File: config.mk
export PLATFORM = sky130hd
export DESIGN_NAME = usb_nrzi_tx
export DESIGN_NICKNAME = d
export VERILOG_FILES = /design/src/rtl/usb_nrzi_tx.sv
export SDC_FILE = /design/constraint.sdc
export NUM_CORES = 1
export LEC_CHECK = 0
export BUFFER_PORTS_ARGS = -buffer_cell sky130_fd_sc_hd__buf_2
export CAP_MARGIN = 0
export CORE_UTILIZATION = 35
export CTS_CLUSTER_DIAMETER = 100
export DETAILED_ROUTE_END_ITERATION = 12
export GPL_TIMING_DRIVEN = 0
export HOLD_SLACK_MARGIN = 0.15
export PLACE_DENSITY_LB_ADDON = 0.12
export SLEW_MARGIN = 5
export SYNTH_ARGS = -nofsm -noshare
export SYNTH_HDL_FRONTEND = slang
export SYNTH_SLANG_ARGS = --single-unit
File: constraint.sdc
create_clock -name clk -period 2.6 [get_ports clk]
set_input_delay 0.52 -clock clk [delete_from_list [all_inputs] [get_ports clk]]
set_output_delay 0.52 -clock clk [all_outputs]
set_load 0.02 [all_outputs]
File: src/rtl/usb_nrzi_tx.sv
module usb_nrzi_tx #(
  parameter int STUFF_LEN = 6,
  parameter int EOP_LEN   = 2,
  parameter logic [7:0] SYNC_PAT = 8'h80
) (
  input  logic       clk,
  input  logic       rst_n,
  input  logic       bit_en,
  input  logic [7:0] in_data,
  input  logic       in_valid,
  input  logic       in_last,
  output logic       in_ready,
  output logic       line_out,
  output logic       line_oe,
  output logic       eop_flag
);
  localparam int RW = $clog2(STUFF_LEN + 1);
  localparam int EW = $clog2(EOP_LEN + 1);
  localparam logic [RW-1:0] RUN_MAX = RW'(STUFF_LEN);
  localparam logic [EW-1:0] EOP_MAX = EW'(EOP_LEN);

  logic [7:0]    shreg_q;
  logic [2:0]    bitcnt_q;
  logic [RW-1:0] ones_q;
  logic [EW-1:0] ecnt_q;
  logic          busy_q, empty_q, lastb_q;

  wire stuff_now = (ones_q == RUN_MAX);
  wire cur_bit   = shreg_q[bitcnt_q];
  wire take      = in_ready & in_valid;

  assign in_ready = bit_en & busy_q & ~empty_q & ~stuff_now & (bitcnt_q == 3'd7) & ~lastb_q;

  always_ff @(posedge clk) begin
    if (!rst_n) begin
      line_out <= 1'b1;
      line_oe  <= 1'b0;
      eop_flag <= 1'b0;
      busy_q   <= 1'b0;
      empty_q  <= 1'b0;
      lastb_q  <= 1'b0;
      ones_q   <= '0;
      ecnt_q   <= '0;
      bitcnt_q <= '0;
      shreg_q  <= '0;
    end else if (bit_en) begin
      if (ecnt_q != '0) begin
        line_out <= 1'b1;
        if (ecnt_q == EOP_MAX) begin
          ecnt_q   <= '0;
          eop_flag <= 1'b0;
          line_oe  <= 1'b0;
        end else begin
          ecnt_q <= ecnt_q + 1'b1;
        end
      end else if (!busy_q) begin
        if (in_valid) begin
          busy_q   <= 1'b1;
          empty_q  <= 1'b0;
          lastb_q  <= 1'b0;
          line_oe  <= 1'b1;
          shreg_q  <= SYNC_PAT;
          line_out <= SYNC_PAT[0] ? line_out : ~line_out;
          ones_q   <= SYNC_PAT[0] ? RW'(1) : '0;
          bitcnt_q <= 3'd1;
        end
      end else if (stuff_now) begin
        line_out <= ~line_out;
        ones_q   <= '0;
      end else if (empty_q) begin
        busy_q   <= 1'b0;
        empty_q  <= 1'b0;
        eop_flag <= 1'b1;
        line_out <= 1'b1;
        ecnt_q   <= EW'(1);
      end else begin
        line_out <= cur_bit ? line_out : ~line_out;
        ones_q   <= cur_bit ? ones_q + 1'b1 : '0;
        if (bitcnt_q == 3'd7) begin
          bitcnt_q <= '0;
          if (take) begin
            shreg_q <= in_data;
            lastb_q <= in_last;
          end else begin
            empty_q <= 1'b1;
          end
        end else begin
          bitcnt_q <= bitcnt_q + 1'b1;
        end
      end
    end
  end
endmodule

==> results of run 1 <==
report_power, final:
part | total, uW | switching (uW) | leakage [uW] | internal [uW]
logic | 77.2 | 45.2 | 0.000333 | 32.0
clock network | 194 | 109 | 0.0000210 | 85.5
registers | 351 | 6.26 | 0.000178 | 345
total | 623 | 160 | 0.000533 | 463
registers in the layout (all words and copies together), names as in the netlist:
signal / count
lastb_q: 1
shreg_q: 8
ecnt_q: 2
line_oe: 1
ones_q: 3
busy_q: 1
bitcnt_q: 3
eop_flag: 1
line_out: 1
empty_q: 1
layer usage:
metal / global-route usage / wire (um) / part of all wire
met1: 0.231 / 1230 / 0.48
met2: 0.278 / 1190 / 0.47
met3: 0.0218 / 70 / 0.028
met4: 0.0952 / 45 / 0.018
met5: 0 / 0 / 0
cells in the mapped netlist (2+ instances only):
cell type   n
a21boi_0    4
o211ai_1    2
dfxtp_1    22
nand2_1    19
mux2i_1    11
nor3b_1     2
nor4_1      2
inv_1       5
nor3_1      2
a21boi_1    5
or4_1       2
a21oi_1     2
nand3b_1    3
nand3_1     8
mux4_2      2
clkbuf_1    6
o21ai_0     4
a311oi_1    2
nor2b_1     3
ha_1        4
nor2_1      3
stage by stage:
stage                     hold WS (ps)  cell area, sq um  cells   util  total power [uW]
final                              460              1320    192  0.429               623
after global routing               462              1320    192  0.429               655
after CTS                          454              1320    192  0.429               633
after detailed placement           450              1280    188  0.417               438
after global placement             446              1280    188  0.417               435
after floorplan                    435              1150    128      -               409
worst reg2reg max path, stage by stage, from the launching register on:
cell and delay, ps:
dfxtp_1 400, ha_1 230, ha_1 210, nand3b_1 90
nor3_1 60, o211ai_1 180, buf_1 520, mux2i_1 270
worst min-delay path by stage:
| stage | end | slack, ps | from |
|---|---|---|---|
| after CTS | shreg_q[6] | 450 | in_data[6] |
| final | shreg_q[6] | 460 | in_data[6] |
| after floorplan | shreg_q[2] | 430 | shreg_q[2] |
| after global routing | lastb_q | 460 | in_last |
| after detailed placement | shreg_q[6] | 450 | shreg_q[6] |
| after global placement | shreg_q[3] | 450 | shreg_q[3] |
final cells by class:
class,instances,area (sq um)
sequential,22,440
fill,332,1760
buffer,8,31.3
timing repair buffer,16,80.1
tap,44,55.1
multi-input combinational,93,658
inverter,5,18.8
clock buffer,4,36.3
logic make-up after synthesis:
group,synth area share
AND/OR/NAND/NOR,0.228
flip-flops,0.383
multiplexers,0.145
adder cells (fa/ha/maj),0.0436
buffers and inverters,0.0436
AO/OA/AOI/OAI,0.157
==> run metrics, run 1 <==
maximum buffer depth of the clock tree=2; longest individual stage delay on the worst path=~400 ps; PortBufs=16; hold-critical path depth=3; mean number of vias per cell=5.15; average cell area after synthesis=8.97 sq um; launching point of the worst reg2reg path=bitcnt_q[0]; pre-CTS setup slack=333 ps; count of endpoints failing hold in the final timing report=0; arrival time of the worst setup path=1760 ps; share of the synthesized area in the top cell type=0.383; ratio of total power to cell area=472 nW/um^2; routed vias=988; grt total ovfl=0; CP startpoint kind=register; worst-path cell with the longest stage delay=dfxtp_1; critical path's top delay family=flip-flops; area added between synthesis and finish=14.9%; worst-case register-to-register setup slack=570 ps; number of nets in the final layout=roughly 170; later-pin clock latency in the skew report=about 310 ps; buffers plus inverters on the worst setup path=2; most common cell after layout, fill and taps aside=dfxtp_1; worst setup path end=in_ready; antenna violations before repair=0; die height=59.3 um; worst setup slack after layout=~320 ps; GRT Overall Usage=0.175; Inserted Clock Buffers=3; worst min-delay path category=in -> reg; min cycle time layout=2280 ps; reported leakage power=0.000533 uW; # IOs=17; worst-path maximum fanout=6; setup violation total in the final timing report=0; setup repair after global routing missed its margin=no; number of rows in the core area=20; number of buffers inserted to repair setup after CTS=0; remaining number of nets flagged by the antenna check after routing=0; Distinct cells, synth=36; max-capacitance violation count=0; number of warnings printed during yosys synthesis=0; outcome=finished clean; effective utilization at floorplan=0.373; first element of the critical path=ones_q[0]; Fin Setup TNS=0 ps; total stage count of the critical path=5; Post-synth top flop=dfxtp_1; mapped cell area=1150 sq um; Critical Path End Type=output port; Max-Slew Margin vs Limit=0.565; DRC errors left=0; depth of the worst register-to-register path=7; global-route wire length before repair=between 4000 and 5000 um; HPWL after detailed placement=1920 um; Peak VDD IR=0.000226 V; maximum operating frequency=0.438 GHz; share of cells above drive strength 1=0.169; Post-synth EDFFs=0; post-cts resize count=0; detailed router's first-iteration violation count=18; kind of critical path=reg -> out; detailed-router iteration count before antenna repair=4; number of flip-flops and latches in the synthesized netlist=22; most frequent cells in the layout=dfxtp_1, nand2_1, buf_2; Total Wirelength=2540 um; data required time at the worst endpoint=between 2000 and 2500 ps; gate count of the mapped netlist=128; area inside the core boundary=about 3100 sq um; final number of max-transition violations=0; cell type with the largest total area after synthesis=dfxtp_1; Clock Sink Count=22; final worst-path cycle share=0.877; clock-pin transition on the worst setup and hold timing paths=130 ps; worst-margin pin slew=652 ps; number of diodes added for antenna fixing=0; cells traversed along the worst timing path=inv_1, ha_1, a21bo_2, nor3_1, buf_2; Crit Reg-Reg Endpoint=shreg_q[0]; placer congestion estimate=0.743; post-synthesis async set-or-reset flop share=0; final routed wire length divided by cell count=13.2 um; H-tree depth reported by CTS=1; full die area=3510 sq um; largest net degree at the start of global routing=13; vias in the first global route=1013; largest cells by area after synthesis=dfxtp_1, mux2i_1, nand2_1; root buffer selected by CTS=clkbuf_4; hold-fix buffers at CTS=0; clock tree from TritonCTS=done; horizontal die dimension=59.3 um; proportion of synthesized chip area in sequential cells=0.383; Synth Net Count=145; Layout Skew=3.02 ps
Note: power is estimated with default switching activity, not from simulation.
==> run 2: changes to the inputs <==
--- a/config.mk
+++ b/config.mk
@@ -7,7 +7,7 @@
 export LEC_CHECK = 0
 export BUFFER_PORTS_ARGS = -buffer_cell sky130_fd_sc_hd__buf_2
 export CAP_MARGIN = 0
-export CORE_UTILIZATION = 35
+export CORE_UTILIZATION = 55
 export CTS_CLUSTER_DIAMETER = 100
 export DETAILED_ROUTE_END_ITERATION = 12
 export GPL_TIMING_DRIVEN = 0
==> run 2 against run 1 <==
Compared with the run above: critical path depth unchanged; total power shrank 0.78%; setup slack got worse by 1.4 ps; routed wire length fell by 9.3%; sequential share of layout area rose by 0.55 points; sequential power about the same; clock power fell by 2%; count of clock-buffer cells in the layout unchanged; critical endpoint unchanged; largest power group unchanged; highest routed layer unchanged.
==> run metrics, run 2 (synthesis gave the netlist of run 1 again) <==
outcome=finished clean; max-capacitance violation count=0; placer congestion estimate=0.838; largest registers=shreg_q (8), bitcnt_q (3), ones_q (3); cells traversed along the worst timing path=inv_1, ha_1, a21bo_2, nor3_1, buf_2; final-layout worst hold slack=between 400 and 500 ps; post-cts resize count=0; min-delay src=in_data[3]; routed vias=975; worst-path cell with the longest stage delay=dfxtp_1; footprint of the flip-flops and latches=440 sq um; HPWL after detailed placement=1760 um; number of buffers inserted to repair setup after CTS=0; largest net degree at the start of global routing=13; depth of the worst register-to-register path=7; number of nets in the final layout=166; reported leakage power=0.000533 uW; PortBufs=16; setup repair after global routing missed its margin=no; root buffer selected by CTS=clkbuf_4; vias in the first global route=825; maximum buffer depth of the clock tree=2; # IOs=17; Total Wirelength=2300 um; mean number of vias per cell=about 5.6; global routing usage on met1=0.274; remaining number of nets flagged by the antenna check after routing=0; multi-input combinational cell area=658 sq um; hold-critical path depth=3; Layout Skew=9.48 ps; Critical Path End Type=output port; Hold Path End=shreg_q[3]; number of rows in the core area=16; final worst-path cycle share=0.878; grt peak-use layer=met2; launching point of the worst reg2reg path=ones_q[0]; data required time at the worst endpoint=2080 ps; number of fill cells in the layout=around 190; area added between synthesis and finish=13.1%; Inserted Clock Buffers=3; min cycle time layout=2280 ps; Crit Reg-Reg Endpoint=shreg_q[0]; M2 GR Usage=0.397; share of cells above drive strength 1=0.169; grt total ovfl=0; final number of max-transition violations=0; Peak VDD IR=between 0.0003 and 0.0004 V; Total Power Consumption=618 uW; worst-path maximum fanout=6; arrival time of the worst setup path=1760 ps; area inside the core boundary=around 2000 sq um; global-route wire length before repair=3570 um; Clock Sink Count=22; maximum operating frequency=0.438 GHz; kind of critical path=reg -> out; later-pin clock latency in the skew report=310 ps; horizontal die dimension=47.7 um; setup violation total in the final timing report=0; CP startpoint kind=register; H-tree depth reported by CTS=1; worst min-delay path category=in -> reg; final instance count without filler cells=175; die height=approximately 48 um; most frequent cells in the layout=dfxtp_1, nand2_1, buf_2; worst-case register-to-register setup slack=610 ps; count of endpoints failing hold in the final timing report=0; number of diodes added for antenna fixing=0; Fin Setup TNS=0 ps; detailed router's first-iteration violation count=14; final routed wire length divided by cell count=13.1 um; Finished Cell Area=1300 sq um; Max-Slew Margin vs Limit=0.588; met3 global-route usage=0.0453; antenna violations before repair=0; Post-Place Cells=171; DRC errors left=0; most common cell after layout, fill and taps aside=dfxtp_1; detailed-router iteration count before antenna repair=4; GRT Overall Usage=0.227; full die area=between 2000 and 2500 sq um; placed inst area=1260 sq um; ratio of total power to cell area=476 nW/um^2; worst-margin pin slew=618 ps; hold-fix buffers at CTS=0; clock tree from TritonCTS=done; longest individual stage delay on the worst path=roughly 400 ps; max reg flops=8; clock-pin transition on the worst setup and hold timing paths=about 120 ps; effective utilization at floorplan=0.585; register with the highest flop count=shreg_q
==> run 2: cell counts in the layout (fill, tap and decap cells not counted) <==
No cell type changed its count.
==> run 2: worst max path at each step <==
stage                   start         to  slack [ps]  cells after the start
floorplan           ones_q[0]    lastb_q         480                      7
global placement       bit_en  ones_q[1]         380                      6
detailed placement     bit_en  ones_q[1]         370                      6
CTS                 ones_q[0]   in_ready         330                      5
global route        ones_q[0]   in_ready         220                      5
finish              ones_q[0]   in_ready         320                      5
==> run 2: layout make-up <==
| class | instances | share of cell area |
|---|---|---|
| Multi-Input combinational cell | 93 | 0.507 |
| Sequential cell | 22 | 0.339 |
| Timing Repair Buffer | 16 | 0.0617 |
| Clock buffer | 4 | 0.0279 |
| Tap cell | 27 | 0.0260 |
| Buffer | 8 | 0.0241 |
| Inverter | 5 | 0.0145 |
==> run 2: through the flow <==
step / setup WS [ps] / utilization
2_1_floorplan: 479 / -
3_3_place_gp: 381 / 0.643
3_5_place_dp: 372 / 0.643
4_1_cts: 331 / 0.662
5_1_grt: 222 / 0.662
6_report: 318 / 0.662
==> run 2: where the power goes <==
group          switching, uW  total [uW]  internal [uW]  leakage (uW)
combinational           45.0        76.9           31.9      0.000333
clock                    104         190           85.6     0.0000210
sequential              6.07         351            345      0.000178
total                    155         618            463      0.000533
==> run 2: critical path, delay by kind of cell (launching register included) <==
family	cells	cell delay [ps]
AOI/OAI and AO/OA	1	270
buffers and inverters	2	280
adders and majority gates	1	240
DFF	1	390
and+or+nand+nor	1	270
==> run 2: layer usage <==
layer,vias to the layer above,part of all wire
li1,506,-
met1,449,0.46
met2,17,0.51
met3,3,0.021
met4,0,0.0083
met5,-,0
